File: src/rtl/fq_pkg.sv
package fq_pkg;
   typedef enum logic [1:0] {
      BUS_IDLE  = 2'd0,
      BUS_FETCH = 2'd1,
      BUS_DATA  = 2'd2
   } bus_state_e;
endpackage

File: src/rtl/fq_buffer.sv
module fq_buffer #(
   parameter  int DEPTH  = 6,
   parameter  int DATA_W = 8,
   localparam int PTR_W  = (DEPTH > 1) ? $clog2(DEPTH) : 1,
   localparam int LVL_W  = $clog2(DEPTH + 1)
) (
   input  logic              clk,
   input  logic              rst_n,
   input  logic              push_i,
   input  logic [DATA_W-1:0] data_i,
   input  logic              pop_i,
   input  logic              flush_i,
   output logic [DATA_W-1:0] rd_data_o,
   output logic              valid_o,
   output logic [LVL_W-1:0]  level_o,
   output logic [LVL_W-1:0]  level_nxt_o
);
   if (DEPTH < 2) begin : g_bad_depth
      $error("fq_buffer: DEPTH must be at least 2");
   end

   logic [DATA_W-1:0] mem_q [DEPTH];
   logic [PTR_W-1:0]  rd_q, wr_q, rd_inc, wr_inc;
   logic [LVL_W-1:0]  level_q, level_d;
   logic              do_push, do_pop;

   assign do_pop  = pop_i && (level_q != '0) && !flush_i;
   assign do_push = push_i && !flush_i;

   if ((1 << PTR_W) == DEPTH) begin : g_pow2
      assign rd_inc = rd_q + 1'b1;
      assign wr_inc = wr_q + 1'b1;
   end else begin : g_wrap
      assign rd_inc = (rd_q == PTR_W'(DEPTH - 1)) ? '0 : rd_q + 1'b1;
      assign wr_inc = (wr_q == PTR_W'(DEPTH - 1)) ? '0 : wr_q + 1'b1;
   end

   always_comb begin
      level_d = level_q;
      if (flush_i) begin
         level_d = '0;
      end else begin
         case ({do_push, do_pop})
            2'b10:   level_d = level_q + 1'b1;
            2'b01:   level_d = level_q - 1'b1;
            default: level_d = level_q;
         endcase
      end
   end

   always_ff @(posedge clk or negedge rst_n) begin
      if (!rst_n) begin
         rd_q    <= '0;
         wr_q    <= '0;
         level_q <= '0;
      end else begin
         level_q <= level_d;
         if (flush_i) begin
            rd_q <= '0;
            wr_q <= '0;
         end else begin
            if (do_push) wr_q <= wr_inc;
            if (do_pop)  rd_q <= rd_inc;
         end
      end
   end

   always_ff @(posedge clk) begin
      if (do_push) mem_q[wr_q] <= data_i;
   end

   assign rd_data_o   = mem_q[rd_q];
   assign valid_o     = (level_q != '0);
   assign level_o     = level_q;
   assign level_nxt_o = level_d;


   no_overflow_chk: assert property (@(posedge clk) disable iff (!rst_n)
      push_i |-> (level_q < LVL_W'(DEPTH)) || (pop_i && level_q != '0));

   pushpop_level_chk: assert property (@(posedge clk) disable iff (!rst_n)
      (push_i && pop_i && level_q != '0 && !flush_i) |=> level_q == $past(level_q));

   flush_empty_chk: assert property (@(posedge clk) disable iff (!rst_n)
      flush_i |=> level_q == '0);
endmodule

File: src/rtl/fq_addr_gen.sv
module fq_addr_gen #(
   parameter int SEG_W     = 16,
   parameter int OFF_W     = 16,
   parameter int SEG_SHIFT = 4,
   parameter int ADDR_W    = 20
) (
   input  logic [SEG_W-1:0]  seg_i,
   input  logic [OFF_W-1:0]  off_i,
   output logic [ADDR_W-1:0] addr_o
);
   localparam int BASE_W = SEG_W + SEG_SHIFT;
   localparam int SUM_W  = (BASE_W > OFF_W) ? BASE_W : OFF_W;

   if (ADDR_W < OFF_W) begin : g_bad_width
      $error("fq_addr_gen: ADDR_W must cover the offset");
   end

   logic [SUM_W-1:0] base, off, sum;

   assign base = SUM_W'(seg_i) << SEG_SHIFT;
   assign off  = SUM_W'(off_i);
   assign sum  = base + off;

   if (ADDR_W == SUM_W) begin : g_exact
      assign addr_o = sum;
   end else if (ADDR_W < SUM_W) begin : g_trunc
      assign addr_o = sum[ADDR_W-1:0];
   end else begin : g_extend
      assign addr_o = ADDR_W'(sum);
   end
endmodule

File: src/rtl/fq_bus_seq.sv
module fq_bus_seq
   import fq_pkg::*;
#(
   parameter  int DEPTH = 6,
   localparam int LVL_W = $clog2(DEPTH + 1)
) (
   input  logic             clk,
   input  logic             rst_n,
   input  logic             xreq_i,
   input  logic             ack_i,
   input  logic             redirect_i,
   input  logic [LVL_W-1:0] level_nxt_i,
   output bus_state_e       state_o,
   output logic             fetch_start_o,
   output logic             push_o,
   output logic             drop_o
);
   bus_state_e state_q, state_d;
   logic       decide, want_fetch, drop_q, fetch_done;

   assign fetch_done = (state_q == BUS_FETCH) && ack_i;
   assign want_fetch = !xreq_i && (level_nxt_i < LVL_W'(DEPTH));

   always_comb begin
      case (state_q)
         BUS_IDLE:  decide = 1'b1;
         BUS_FETCH: decide = ack_i;
         BUS_DATA:  decide = !xreq_i;
         default:   decide = 1'b1;
      endcase
   end

   always_comb begin
      state_d = state_q;
      if (decide) begin
         if (xreq_i)          state_d = BUS_DATA;
         else if (want_fetch) state_d = BUS_FETCH;
         else                 state_d = BUS_IDLE;
      end
   end

   always_ff @(posedge clk or negedge rst_n) begin
      if (!rst_n) begin
         state_q <= BUS_IDLE;
         drop_q  <= 1'b0;
      end else begin
         state_q <= state_d;
         if (fetch_done)
            drop_q <= 1'b0;
         else if (redirect_i && state_q == BUS_FETCH)
            drop_q <= 1'b1;
      end
   end

   assign fetch_start_o = decide && want_fetch;
   assign push_o        = fetch_done && !drop_q && !redirect_i;
   assign drop_o        = drop_q;
   assign state_o       = state_q;


   drop_only_in_fetch_chk: assert property (@(posedge clk) disable iff (!rst_n)
      drop_q |-> state_q == BUS_FETCH);
endmodule

File: src/rtl/fetch_queue_ctrl.sv
module fetch_queue_ctrl
   import fq_pkg::*;
#(
   parameter  int DEPTH     = 6,
   parameter  int DATA_W    = 8,
   parameter  int SEG_W     = 16,
   parameter  int OFF_W     = 16,
   parameter  int SEG_SHIFT = 4,
   parameter  int ADDR_W    = 20,
   localparam int LVL_W     = $clog2(DEPTH + 1)
) (
   input  logic              clk,
   input  logic              rst_n,
   input  logic [SEG_W-1:0]  code_seg_i,
   input  logic              redirect_i,
   input  logic [OFF_W-1:0]  redirect_off_i,
   output logic              fetch_req_o,
   output logic [ADDR_W-1:0] fetch_addr_o,
   input  logic [DATA_W-1:0] fetch_data_i,
   input  logic              fetch_ack_i,
   input  logic              xreq_i,
   output logic              xgnt_o,
   output logic              pop_valid_o,
   output logic [DATA_W-1:0] pop_byte_o,
   input  logic              pop_ready_i,
   output logic [LVL_W-1:0]  level_o
);
   bus_state_e        state;
   logic              fetch_start, push, drop;
   logic [LVL_W-1:0]  level_nxt;
   logic [OFF_W-1:0]  ip_q, ip_nxt;
   logic [ADDR_W-1:0] addr_q, phys;

   assign ip_nxt = redirect_i ? redirect_off_i :
                   push       ? ip_q + 1'b1    : ip_q;

   always_ff @(posedge clk or negedge rst_n) begin
      if (!rst_n) begin
         ip_q   <= '0;
         addr_q <= '0;
      end else begin
         ip_q <= ip_nxt;
         if (fetch_start) addr_q <= phys;
      end
   end

   fq_addr_gen #(
      .SEG_W(SEG_W), .OFF_W(OFF_W), .SEG_SHIFT(SEG_SHIFT), .ADDR_W(ADDR_W)
   ) u_addr (
      .seg_i (code_seg_i),
      .off_i (ip_nxt),
      .addr_o(phys)
   );

   fq_bus_seq #(.DEPTH(DEPTH)) u_seq (
      .clk          (clk),
      .rst_n        (rst_n),
      .xreq_i       (xreq_i),
      .ack_i        (fetch_ack_i),
      .redirect_i   (redirect_i),
      .level_nxt_i  (level_nxt),
      .state_o      (state),
      .fetch_start_o(fetch_start),
      .push_o       (push),
      .drop_o       (drop)
   );

   fq_buffer #(.DEPTH(DEPTH), .DATA_W(DATA_W)) u_buf (
      .clk        (clk),
      .rst_n      (rst_n),
      .push_i     (push),
      .data_i     (fetch_data_i),
      .pop_i      (pop_ready_i),
      .flush_i    (redirect_i),
      .rd_data_o  (pop_byte_o),
      .valid_o    (pop_valid_o),
      .level_o    (level_o),
      .level_nxt_o(level_nxt)
   );

   assign fetch_req_o  = (state == BUS_FETCH);
   assign xgnt_o       = (state == BUS_DATA);
   assign fetch_addr_o = addr_q;


   fetch_room_chk: assert property (@(posedge clk) disable iff (!rst_n)
      fetch_req_o |-> level_o < LVL_W'(DEPTH));

   addr_hold_chk: assert property (@(posedge clk) disable iff (!rst_n)
      (fetch_req_o && !fetch_ack_i) |=> $stable(fetch_addr_o));

   fetch_kept_chk: assert property (@(posedge clk) disable iff (!rst_n)
      (fetch_req_o && !fetch_ack_i) |=> fetch_req_o && !xgnt_o);

   xreq_wins_chk: assert property (@(posedge clk) disable iff (!rst_n)
      (xreq_i && !(fetch_req_o && !fetch_ack_i)) |=> xgnt_o && !fetch_req_o);

   gnt_release_chk: assert property (@(posedge clk) disable iff (!rst_n)
      !xreq_i |=> !xgnt_o);

   late_drop_chk: assert property (@(posedge clk) disable iff (!rst_n)
      (fetch_req_o && fetch_ack_i && (redirect_i || drop)) |=> level_o == '0);

   level_range_chk: assert property (@(posedge clk) disable iff (!rst_n)
      level_o <= LVL_W'(DEPTH));
endmodule

File: config.mk
export PLATFORM = sky130hd
export DESIGN_NAME = fetch_queue_ctrl
export DESIGN_NICKNAME = d
export VERILOG_FILES = /design/src/rtl/fq_pkg.sv /design/src/rtl/fq_buffer.sv /design/src/rtl/fq_addr_gen.sv /design/src/rtl/fq_bus_seq.sv /design/src/rtl/fetch_queue_ctrl.sv
export SDC_FILE = /design/constraint.sdc
export NUM_CORES = 1
export LEC_CHECK = 0
export BUFFER_PORTS_ARGS = -buffer_cell sky130_fd_sc_hd__buf_2
export CAP_MARGIN = 10
export CORE_UTILIZATION = 51
export DETAILED_ROUTE_END_ITERATION = 10
export HOLD_SLACK_MARGIN = 0.12
export PLACE_DENSITY = 0.85
export RECOVER_POWER = 50
export SETUP_SLACK_MARGIN = 0.02
export SLEW_MARGIN = 20
export SYNTH_ARGS = -nofsm -noshare
export SYNTH_HDL_FRONTEND = slang
export SYNTH_HIERARCHICAL = 1
export SYNTH_SLANG_ARGS = --single-unit
File: constraint.sdc
create_clock -name clk -period 4 [get_ports clk]
set_clock_uncertainty 0.1 [all_clocks]
set_input_delay 1 -clock clk [delete_from_list [all_inputs] [get_ports clk]]
set_output_delay 1 -clock clk [all_outputs]
set_load 0.01 [all_outputs]
# After elaboration in Yosys (flattened, before gate mapping)

Memory sizes are Yosys's and may differ from the RTL's.
Cells that the tools add are included.
W data, S select, Z words.

Flip-flop bits (word level): 48
RAM bits: 48
Bits of input ports: 46
Output and inout port bits: 34
Memories kept: 1

Add/sub/neg operators: 6
Magnitude comparators: 1
Equality and inequality tests: 6
Mux-type cells: 17
Reduce and logical (&&, ||, !) cells: 16

Memory list:

| name        | words | width | read ports | clocked after Yosys merged registers in | write ports | line            | source |
|---|---|---|---|---|---|---|---|
| u_buf.mem_q | 6     | 8     | 1          | 0                                       | 1           | fq_buffer.sv:22 | `logic [DATA_W-1:0] mem_q [DEPTH];` |

Operators by type and width:

| kind                    | count |
|---|---|
| $mux W16                | 2 |
| $mux W3                 | 7 |
| $add A20 B16 Y20        | 1 |
| $add A16 B1 Y16 const B | 1 |
| $add A3 B1 Y3 const B   | 3 |
| $logic_and A1 B1 Y1     | 9 |
| $eq A3 B3 Y1 const B    | 2 |
| $pmux W3 S2             | 1 |
| $reduce_bool A2 Y1      | 3 |
| $mux W1                 | 5 |
| $eq A2 B1 Y1 const B    | 2 |
| $eq A2 B2 Y1 const B    | 2 |
| $logic_not A1 Y1        | 3 |
| $lt A3 B3 Y1 const B    | 1 |
| $reduce_bool A3 Y1      | 1 |
| $sub A3 B1 Y3 const B   | 1 |
| $mux W2                 | 1 |
| $pmux W1 S2             | 1 |

# Longest topological paths before layout

Gate-level depths: netlist of the first run.

Depth in word-level cells: 12
Gate-level depth with buffers: 17
Gate-level depth less buffers: 14

# Modules after synthesis

Netlist of the first run, hierarchy kept.

Modules (own cells, without submodules):

| module           | times used | cells an instance | area each (sq um) | seq. area each (sq um) |
|---|---|---|---|---|
| fq_buffer        | 1          | 145               | 2366.0            | 1666.6 |
| fetch_queue_ctrl | 1          | 142               | 1675.4            | 900.9 |
| fq_addr_gen      | 1          | 108               | 820.8             | 0.0 |
| fq_bus_seq       | 1          | 19                | 180.2             | 75.1 |

# Worst setup path after synthesis of the first run

OpenSTA, ideal clock, no wires.

Path kind: input -> register
From: input fetch_ack_i
To: register addr_q[19] (netlist: fetch_addr_o[19])
Library setup time: 0.125 ns
Arrival: 3.988 ns
Setup slack: -0.213 ns
Stages: 15
Path buffers: 3
Path through: nand2_1 > nor3_1 > buf_4 > nand4_1 > buf_2 > nor4_2 > xor2_1 > mux2_2 > ha_1 > buf_6 > a21o_1 > a31o_4 > a2111oi_4 > o311ai_1 > mux2_2

Elaborated cells on any way between the ends: 15
Classes of those cells: add/sub: 1; order compare: 1; eq/ne: 2; mux: 5; reduce/logical: 6

RTL lines:

| element                           | line                   | source |
|---|---|---|
| from (decl)                       | fetch_queue_ctrl.sv:20 | `input logic fetch_ack_i,` |
| $logic_and A1 B1 Y1               | fq_bus_seq.sv:21       | `assign fetch_done = (state_q == BUS_FETCH) && ack_i;` |
| $logic_and A1 B1 Y1 (2 in series) | fq_bus_seq.sv:56       | `assign push_o = fetch_done && !drop_q && !redirect_i;` |
| via push                          | fetch_queue_ctrl.sv:29 | `logic fetch_start, push, drop;` |
| $mux W16                          | fetch_queue_ctrl.sv:35 | `push ? ip_q + 1'b1 : ip_q;` |
| $mux W16                          | fetch_queue_ctrl.sv:34 | `assign ip_nxt = redirect_i ? redirect_off_i :` |
| via ip_nxt[12]                    | fetch_queue_ctrl.sv:31 | `logic [OFF_W-1:0] ip_q, ip_nxt;` |
| $add A20 B16 Y20                  | fq_addr_gen.sv:22      | `assign sum = base + off;` |
| via phys[19]                      | fetch_queue_ctrl.sv:32 | `logic [ADDR_W-1:0] addr_q, phys;` |
| to (signal assigned)              | fetch_queue_ctrl.sv:43 | `if (fetch_start) addr_q <= phys;` |
| to (decl)                         | fetch_queue_ctrl.sv:32 |  |

The timed path passes the listed nets, and every way through them passes these cells.
A chain may end at the register's enable or synchronous reset.

# Final worst setup path of the first run

From: register u_seq.state_q[1] (netlist: u_seq/state_o[1])
To: register addr_q[19] (netlist: fetch_addr_o[19])

Elaborated cells on any way between the ends: 17
Classes of those cells: add/sub: 1; order compare: 1; eq/ne: 4; mux: 5; reduce/logical: 6

RTL lines:

| element                           | line                   | source |
|---|---|---|
| from (decl)                       | fq_bus_seq.sv:18       | `bus_state_e state_q, state_d;` |
| from (signal assigned)            | fq_bus_seq.sv:47       | `state_q <= state_d;` |
| $eq A2 B1 Y1                      | fq_bus_seq.sv:21       |  |
| $logic_and A1 B1 Y1               | fq_bus_seq.sv:21       |  |
| $logic_and A1 B1 Y1 (2 in series) | fq_bus_seq.sv:56       |  |
| via push                          | fetch_queue_ctrl.sv:29 |  |
| $mux W16                          | fetch_queue_ctrl.sv:35 |  |
| $mux W16                          | fetch_queue_ctrl.sv:34 |  |
| via ip_nxt[12]                    | fetch_queue_ctrl.sv:31 |  |
| $add A20 B16 Y20                  | fq_addr_gen.sv:22      |  |
| via phys[19]                      | fetch_queue_ctrl.sv:32 |  |

The timed path passes the listed nets, and every way through them passes these cells.

==> results of run 1 <==
## sequential cells by signal, indices dropped and copies added (netlist names)
| register | count |
|---|---|
| fetch_addr_o | 20 |
| ip_q | 16 |
| u_buf/level_o | 3 |
| u_buf/mem_q | 48 |
| u_buf/rd_q | 3 |
| u_buf/wr_q | 3 |
| u_seq/drop_o | 1 |
| u_seq/state_o | 2 |
## kinds of logic (layout without fill, tap and decap cells)
| logic type | after synthesis | count (layout) |
|---|---|---|
| AO/OA/AOI/OAI | 76 | 76 |
| XOR/XNOR | 27 | 27 |
| adder cells (fa/ha/maj) | 18 | 18 |
| buffers and inverters | 32 | 131 |
| flip-flops | 96 | 96 |
| multiplexers | 53 | 53 |
| AND/OR/NAND/NOR | 112 | 112 |
## worst min path at each step
stage,start,endpoint,depth (start not counted)
2_1_floorplan,u_buf/rd_q[1],u_buf/rd_q[1],2
3_3_place_gp,fetch_addr_o[12],fetch_addr_o[12],1
3_5_place_dp,fetch_addr_o[7],fetch_addr_o[7],1
4_1_cts,fetch_addr_o[12],fetch_addr_o[12],1
5_1_grt,fetch_addr_o[18],fetch_addr_o[18],1
6_report,fetch_addr_o[0],fetch_addr_o[0],1
## cells in the final DEF (no fill, tap or decap), drive strengths merged, types with 2 or more instances in the layout
cell	netlist	final
buf	13	86
dfrtp	48	48
edfxtp	48	48
mux2i	31	31
nand2	30	30
clkbuf	8	28
a21oi	24	24
mux2	22	22
nor2	20	20
xnor2	16	16
ha	16	16
o21ai	16	16
inv	11	13
xor2	11	11
nand3	10	10
nand4	9	9
a22o	8	8
nor3	7	7
nor4	7	7
or3	6	6
nor2b	5	5
a21o	5	5
nand2b	5	5
nor3b	4	4
o211ai	3	3
and2	3	3
o311ai	3	3
and3	3	3
clkinv	0	3
a22oi	2	2
a211oi	2	2
o2111a	2	2
o221ai	2	2
fa	2	2
## layer usage
layer	wire length [um]	share of wire
met1	4670	0.44
met2	5130	0.49
met3	501	0.048
met4	214	0.020
met5	0	0
## report_power, final
group | internal, W | total, W | switching, W
clock network | 0.000294 | 0.000628 | 0.000334
registers | 0.00118 | 0.00128 | 0.0000976
logic | 0.000394 | 0.000810 | 0.000415
## critical path, delay by kind of cell (launching register included)
| kind | cells | cell delay (ns) |
|---|---|---|
| xor gates and xnor gates | 1 | 0.11 |
| and+or+nand+nor | 4 | 0.72 |
| muxes | 2 | 0.57 |
| DFF | 1 | 0.41 |
| buffers and inverters | 2 | 0.33 |
| adders and majority gates | 2 | 0.48 |
| AOI/OAI and AO/OA | 4 | 0.90 |
## metrics by stage
| stage | area (um^2) | setup TNS [ns] | instances |
|---|---|---|---|
| finish | 5860 | 0 | 642 |
| CTS | 5890 | 0 | 642 |
| global route | 5860 | 0 | 642 |
| floorplan | 5080 | 0 | 414 |
| global placement | 5690 | 0 | 626 |
| detailed placement | 5690 | -0.582 | 626 |
## final cells by class
type,instances,area share
Sequential cell,96,0.451
Clock buffer,10,0.0218
Inverter,11,0.00705
Multi-Input combinational cell,286,0.384
Tap cell,129,0.0276
Timing Repair Buffer,104,0.0970
Clock inverter,6,0.0115
==> results.md, run 1 <==
* RSZ-0062 raised after global routing: false
* R2r endpoint: fetch_addr_o[19]
* Largest net degree at the start of global routing at a little under 50
* Total number of H-tree levels at 3
* Initial antenna violation count at 0
* Syn Nets at between 400 and 500
* Critical path's largest stage delay at around 0.41 ns
* Fin crit share at 0.934
* Synthesized instance count at just over 400
* Syn Std Cell Area at 5040 um^2
* Hold Crit Class: register to register
* R2R setup slack at about 0.26 ns
* Slowest cell on crit path: dfrtp_1
* Number of synthesized register bits at 96
* GR Util met1 at 0.281
* Fmax at approximately 270 MHz
* Die area at between 10000 and 15000 um^2
* Area share of the largest cell type after synthesis at 0.286
* Synth Area in Simple Gates at 0.122
* Vias in the first global route at 3695
* Pwr Total at ~0.0027 W
* Outcome: finished with violations
* Die width at ~100 um
* Worst-path clk slew at about 0.09 ns
* Critical-path cell list: inv_1 -> ha_1 -> nand2_1 -> nor3_4 -> nand4_1 -> buf_4 -> nor4_4 -> xor2_1 -> mux2_2 -> ha_4 -> a21o_1 -> a31o_4 -> a2111oi_4 -> o311ai_1 -> mux2_2
* CTS max path bufs at 2
* Crit. End Element: register
* Prevailing post-synth register cell: edfxtp_1
* Synth cell count leaders: 48 x dfrtp_1, 48 x edfxtp_1, 31 x mux2i_1
* DRC violations left at 0
* Critical Path Source: u_seq/state_o[1]
* Violated checks: max-capacitance violations, max-slew violations
* Post-synth top area cell: edfxtp_1
* Placement row count at 35
* Synth Area in Compound Gates at 0.112
* GR Util met3 at 0.0518
* Asr flop ratio synth at 0.500
* ANT nets after route at 0
* Hold Violations, Final at 0
* Starting Density at 0.536
* Worst VDD drop at around 0.31 mV
* Combinational family with the most area after synthesis: simple AND/OR/NAND/NOR gates
* Core area at about 9400 um^2
* Capture point of the critical path: fetch_addr_o[19]
* Routed via count at 3582
* RR Startpoint: u_seq/state_o[1]
* Tmin final at 3.74 ns
* Initial DRC count at roughly 180
* Filler cells at 740
* Yosys synthesis warning count at 6
* CP max FO at 8
* Dpl hpwl at around 7.6 mm
* I/O Pins at 80
* Post-synth cell types at 56
* Max_cap viols at 1
* Startpoint class of the critical path: register
* Resized cells post-CTS at 0
* Post-synth EDFFs at between 40 and 50
* Static leakage at between 2 and 2.5 nW
* Xor/xnor share of the synthesized area at 0.0469
* Multi-input combinational cell area at 2250 um^2
* Post-Syn Area per Cell at between 10 and 15 um^2
* CTS Root Cell: clkbuf_8
* Largest cells by area after synthesis: edfxtp_1 29%, dfrtp_1 24%, mux2i_1 6.2%
* Power Density at roughly 460 nW/um^2
* Clk Latency, worst-skew pair at around 0.35 ns
* Number of I/O port buffers at 79
* Clock Sinks at 96
* Grt met2 use at 0.374
* Via-to-Cell Ratio at roughly 5.6
* Detailed Route WL at around 11 mm
* Wirelength per Cell at between 15 and 20 um
* Seq/Total Area, Yosys at 0.524
* Final setup fails at 0
* Mux share of post-synthesis cell area at 0.111
* 1st-pass router iterations at 4
* Logic depth of the worst register-to-register path at 15
* CTS tree: done
* First-pass GRT wire length at between 15 and 20 mm
* Most used cell, CP: mux2_2
* Worst Path Arrival at 3.88 ns
* Total grt overflow at 0
* Fin nets at approximately 570
* GP Congestion at between 0.8 and 0.9
* Tightest Pin Transition at 2.61 ns
* Hold_buf cts at 0
* Worst hold slack at approximately 0.41 ns
* Adder-cell share of the synthesized area at 0.0476
* Antenna Cells at 0
* Post-CTS Setup Inserts at 0
* Final worst slack at between 0.2 and 0.3 ns
* Gr usage total at 0.221
* Register area at roughly 2600 um^2
* P&R area growth vs syn at 16.1%
* Slew Viols, Final at 49
* Setup WS pre-CTS at -0.0461 ns
* Layout cells sized above 1 at 0.271
* Number of buffers created by CTS at 9
* Die Y at 101 um
* Core Util, Final at 0.622
* CP Data Required Time at 4.14 ns
* Busiest grt layer: met2
* Critical path class: register to register
* Slew Limit Headroom at -0.742
Power figures use the tool's default switching activity.
==> inputs of run 2 (changes only) <==
--- a/config.mk
+++ b/config.mk
@@ -12,2 +12,3 @@
 export HOLD_SLACK_MARGIN = 0.12
+export MAX_ROUTING_LAYER = met4
 export PLACE_DENSITY = 0.85
==> constraint.sdc (replaced) <==
create_clock -name clk -period 4 [get_ports clk]
set_clock_uncertainty 0.1 [all_clocks]
set_input_delay 0.4 -clock clk [delete_from_list [all_inputs] [get_ports clk]]
set_output_delay 0.4 -clock clk [all_outputs]
set_load 0.01 [all_outputs]
==> run 2 against run 1 <==
- the run still ends with max-capacitance violations, max-slew violations left
- first-iteration DRC count is 3.3% lower
- total power down 0.21%
- sequential power hardly changed
- critical endpoint unchanged
- die area unchanged
- utilization down 0.97 points
- critical path type unchanged
- largest cell class unchanged
- design area shrank 1.6%
- via count down 0.64%
- routed wire length is 2.8% lower
- flip-flop and latch count unchanged
==> results.md, run 2 (synthesis gave the netlist of run 1 again) <==
* Outcome: finished with violations
* Violated checks: max-capacitance violations, max-slew violations
* Total grt overflow at 0
* RSZ-0062 raised after global routing: false
* GP Congestion at 0.901
* Die Y at a little over 100 um
* Wirelength per Cell at around 16 um
* Filler cells at 725
* Clk Latency, worst-skew pair at about 0.36 ns
* Slew Limit Headroom at -0.730
* CP max FO at 6
* Via-to-Cell Ratio at roughly 5.6
* Antenna Cells at 0
* Register area at around 2600 um^2
* Tightest Pin Transition at ~2.6 ns
* Number of buffers created by CTS at 9
* Layout cells sized above 1 at 0.250
* Number of I/O port buffers at 79
* Static leakage at about 2.3 nW
* Max FFs per register at 48
* Fin nets at around 560
* Design area at 5760 um^2
* Multi-input combinational cell area at approximately 2200 um^2
* Fin crit share at 0.933
* Core area at between 9000 and 10000 um^2
* Max_cap viols at 1
* Most frequent cells in the layout: 54 x buf_2, 48 x dfrtp_1, 48 x edfxtp_1
* Tmin final at about 3.7 ns
* Critical path class: register to register
* Setup WS pre-CTS at approximately 0.18 ns
* Dpl hpwl at about 7.4 mm
* Placement row count at 35
* Worst hold start: fetch_ack_i
* Hold Crit Class: input port to register
* Power Density at 470 nW/um^2
* P&R area growth vs syn at 14.3%
* Clock Sinks at 96
* DRC violations left at 0
* CP Data Required Time at just over 4 ns
* Initial antenna violation count at 0
* Dpl cells at just over 600
* Final setup fails at 0
* CTS Root Cell: clkbuf_8
* Initial DRC count at between 150 and 200
* RR Startpoint: u_seq/state_o[1]
* I/O Pins at 80
* Startpoint class of the critical path: register
* Starting Density at 0.536
* Post-DP Area at 5530 um^2
* ANT nets after route at 0
* Routed via count at 3559
* 1st-pass router iterations at 5
* Fmax at 268 MHz
* Post-Layout Cell Count at 632
* Worst VDD drop at 0.279 mV
* Most common cell after layout, fill and taps aside: buf_2
* Vias in the first global route at 3444
* Gr usage total at 0.221
* Slew Viols, Final at just under 50
* First-pass GRT wire length at around 17 mm
* Detailed Route WL at between 10 and 15 mm
* Die area at 10300 um^2
* CTS tree: done
* Final worst slack at about 0.27 ns
* Die width at between 100 and 150 um
* Worst-path clk slew at roughly 0.1 ns
* Total number of H-tree levels at 3
* Largest net degree at the start of global routing at 49
* CTS max path bufs at 2
* Crit. End Element: register
* Critical Path Source: u_seq/state_o[1]
* Worst Path Arrival at approximately 3.9 ns
* Hold Violations, Final at 0
* Top reg by flops: u_buf/mem_q
* TNS Setup at 0 ns
run 2: worst paths after layout:
path / slack (ns) / to / cells past startpoint
max in group asynchronous: 1.04 / ip_q[0] / 2
hold / removal: 0.17 / u_seq/drop_o / 2
setup reg to reg: 0.27 / fetch_addr_o[19] / 15
min in group asynchronous: 1.29 / fetch_addr_o[16] / 2
setup / recovery: 0.27 / fetch_addr_o[19] / 15
hold reg to reg: 0.41 / fetch_addr_o[13] / 1
run 2: report_power, final:
| group | internal (W) | leakage [nW] | switching, W |
|---|---|---|---|
| combinational | 0.000371 | 1.16 | 0.000403 |
| clock | 0.000301 | 0.103 | 0.000359 |
| sequential | 0.00118 | 1.02 | 0.0000952 |
| total | 0.00185 | 2.28 | 0.000858 |
run 2: routing by layer:
layer / wire, um / global-route usage / vias to the layer above
met4: 185 / 0.0870 / 0
met3: 439 / 0.0297 / 15
met2: 4980 / 0.344 / 103
met5: 0 / - / -
met1: 4620 / 0.294 / 1740
li1: - / - / 1701
run 2: what timing repair did:
action                                  4_1_cts  5_1_grt
hold buffers                                  0        1
buffers inserted                              0        4
gates resized for setup                       0        7
endpoints found under the setup margin        0       20
endpoints found under the hold margin         0       48
run 2: stage by stage:
| step | utilization | hold WS, ns | total power, W |
|---|---|---|---|
| finish | 0.612 | 0.168 | 0.00271 |
| global placement | 0.588 | 0.384 | 0.00204 |
| detailed placement | 0.588 | 0.389 | 0.00208 |
| floorplan | - | 0.00441 | 0.00182 |
| global route | 0.612 | 0.163 | 0.00287 |
| CTS | 0.610 | 0.151 | 0.00274 |
run 2: worst max-delay path: stages, from the launching register on:
cell and delay (ns):
dfrtp_1 0.42, inv_1 0.09, ha_2 0.22, nand2_1 0.07
nor3_2 0.14, nand4_1 0.23, buf_4 0.21, nor4_2 0.26
xor2_1 0.10, mux2_2 0.29, ha_1 0.29, a21o_1 0.22
a31o_4 0.28, a2111oi_4 0.29, o311ai_1 0.14, mux2_2 0.28
run 2: final cells by class:
class,count,area share
repair buffers,94,0.0831
clock inverters,7,0.0145
inverters,11,0.00716
flip-flops and latches,96,0.458
multi-input cells,286,0.387
clock buffers,9,0.0215
well taps,129,0.0280
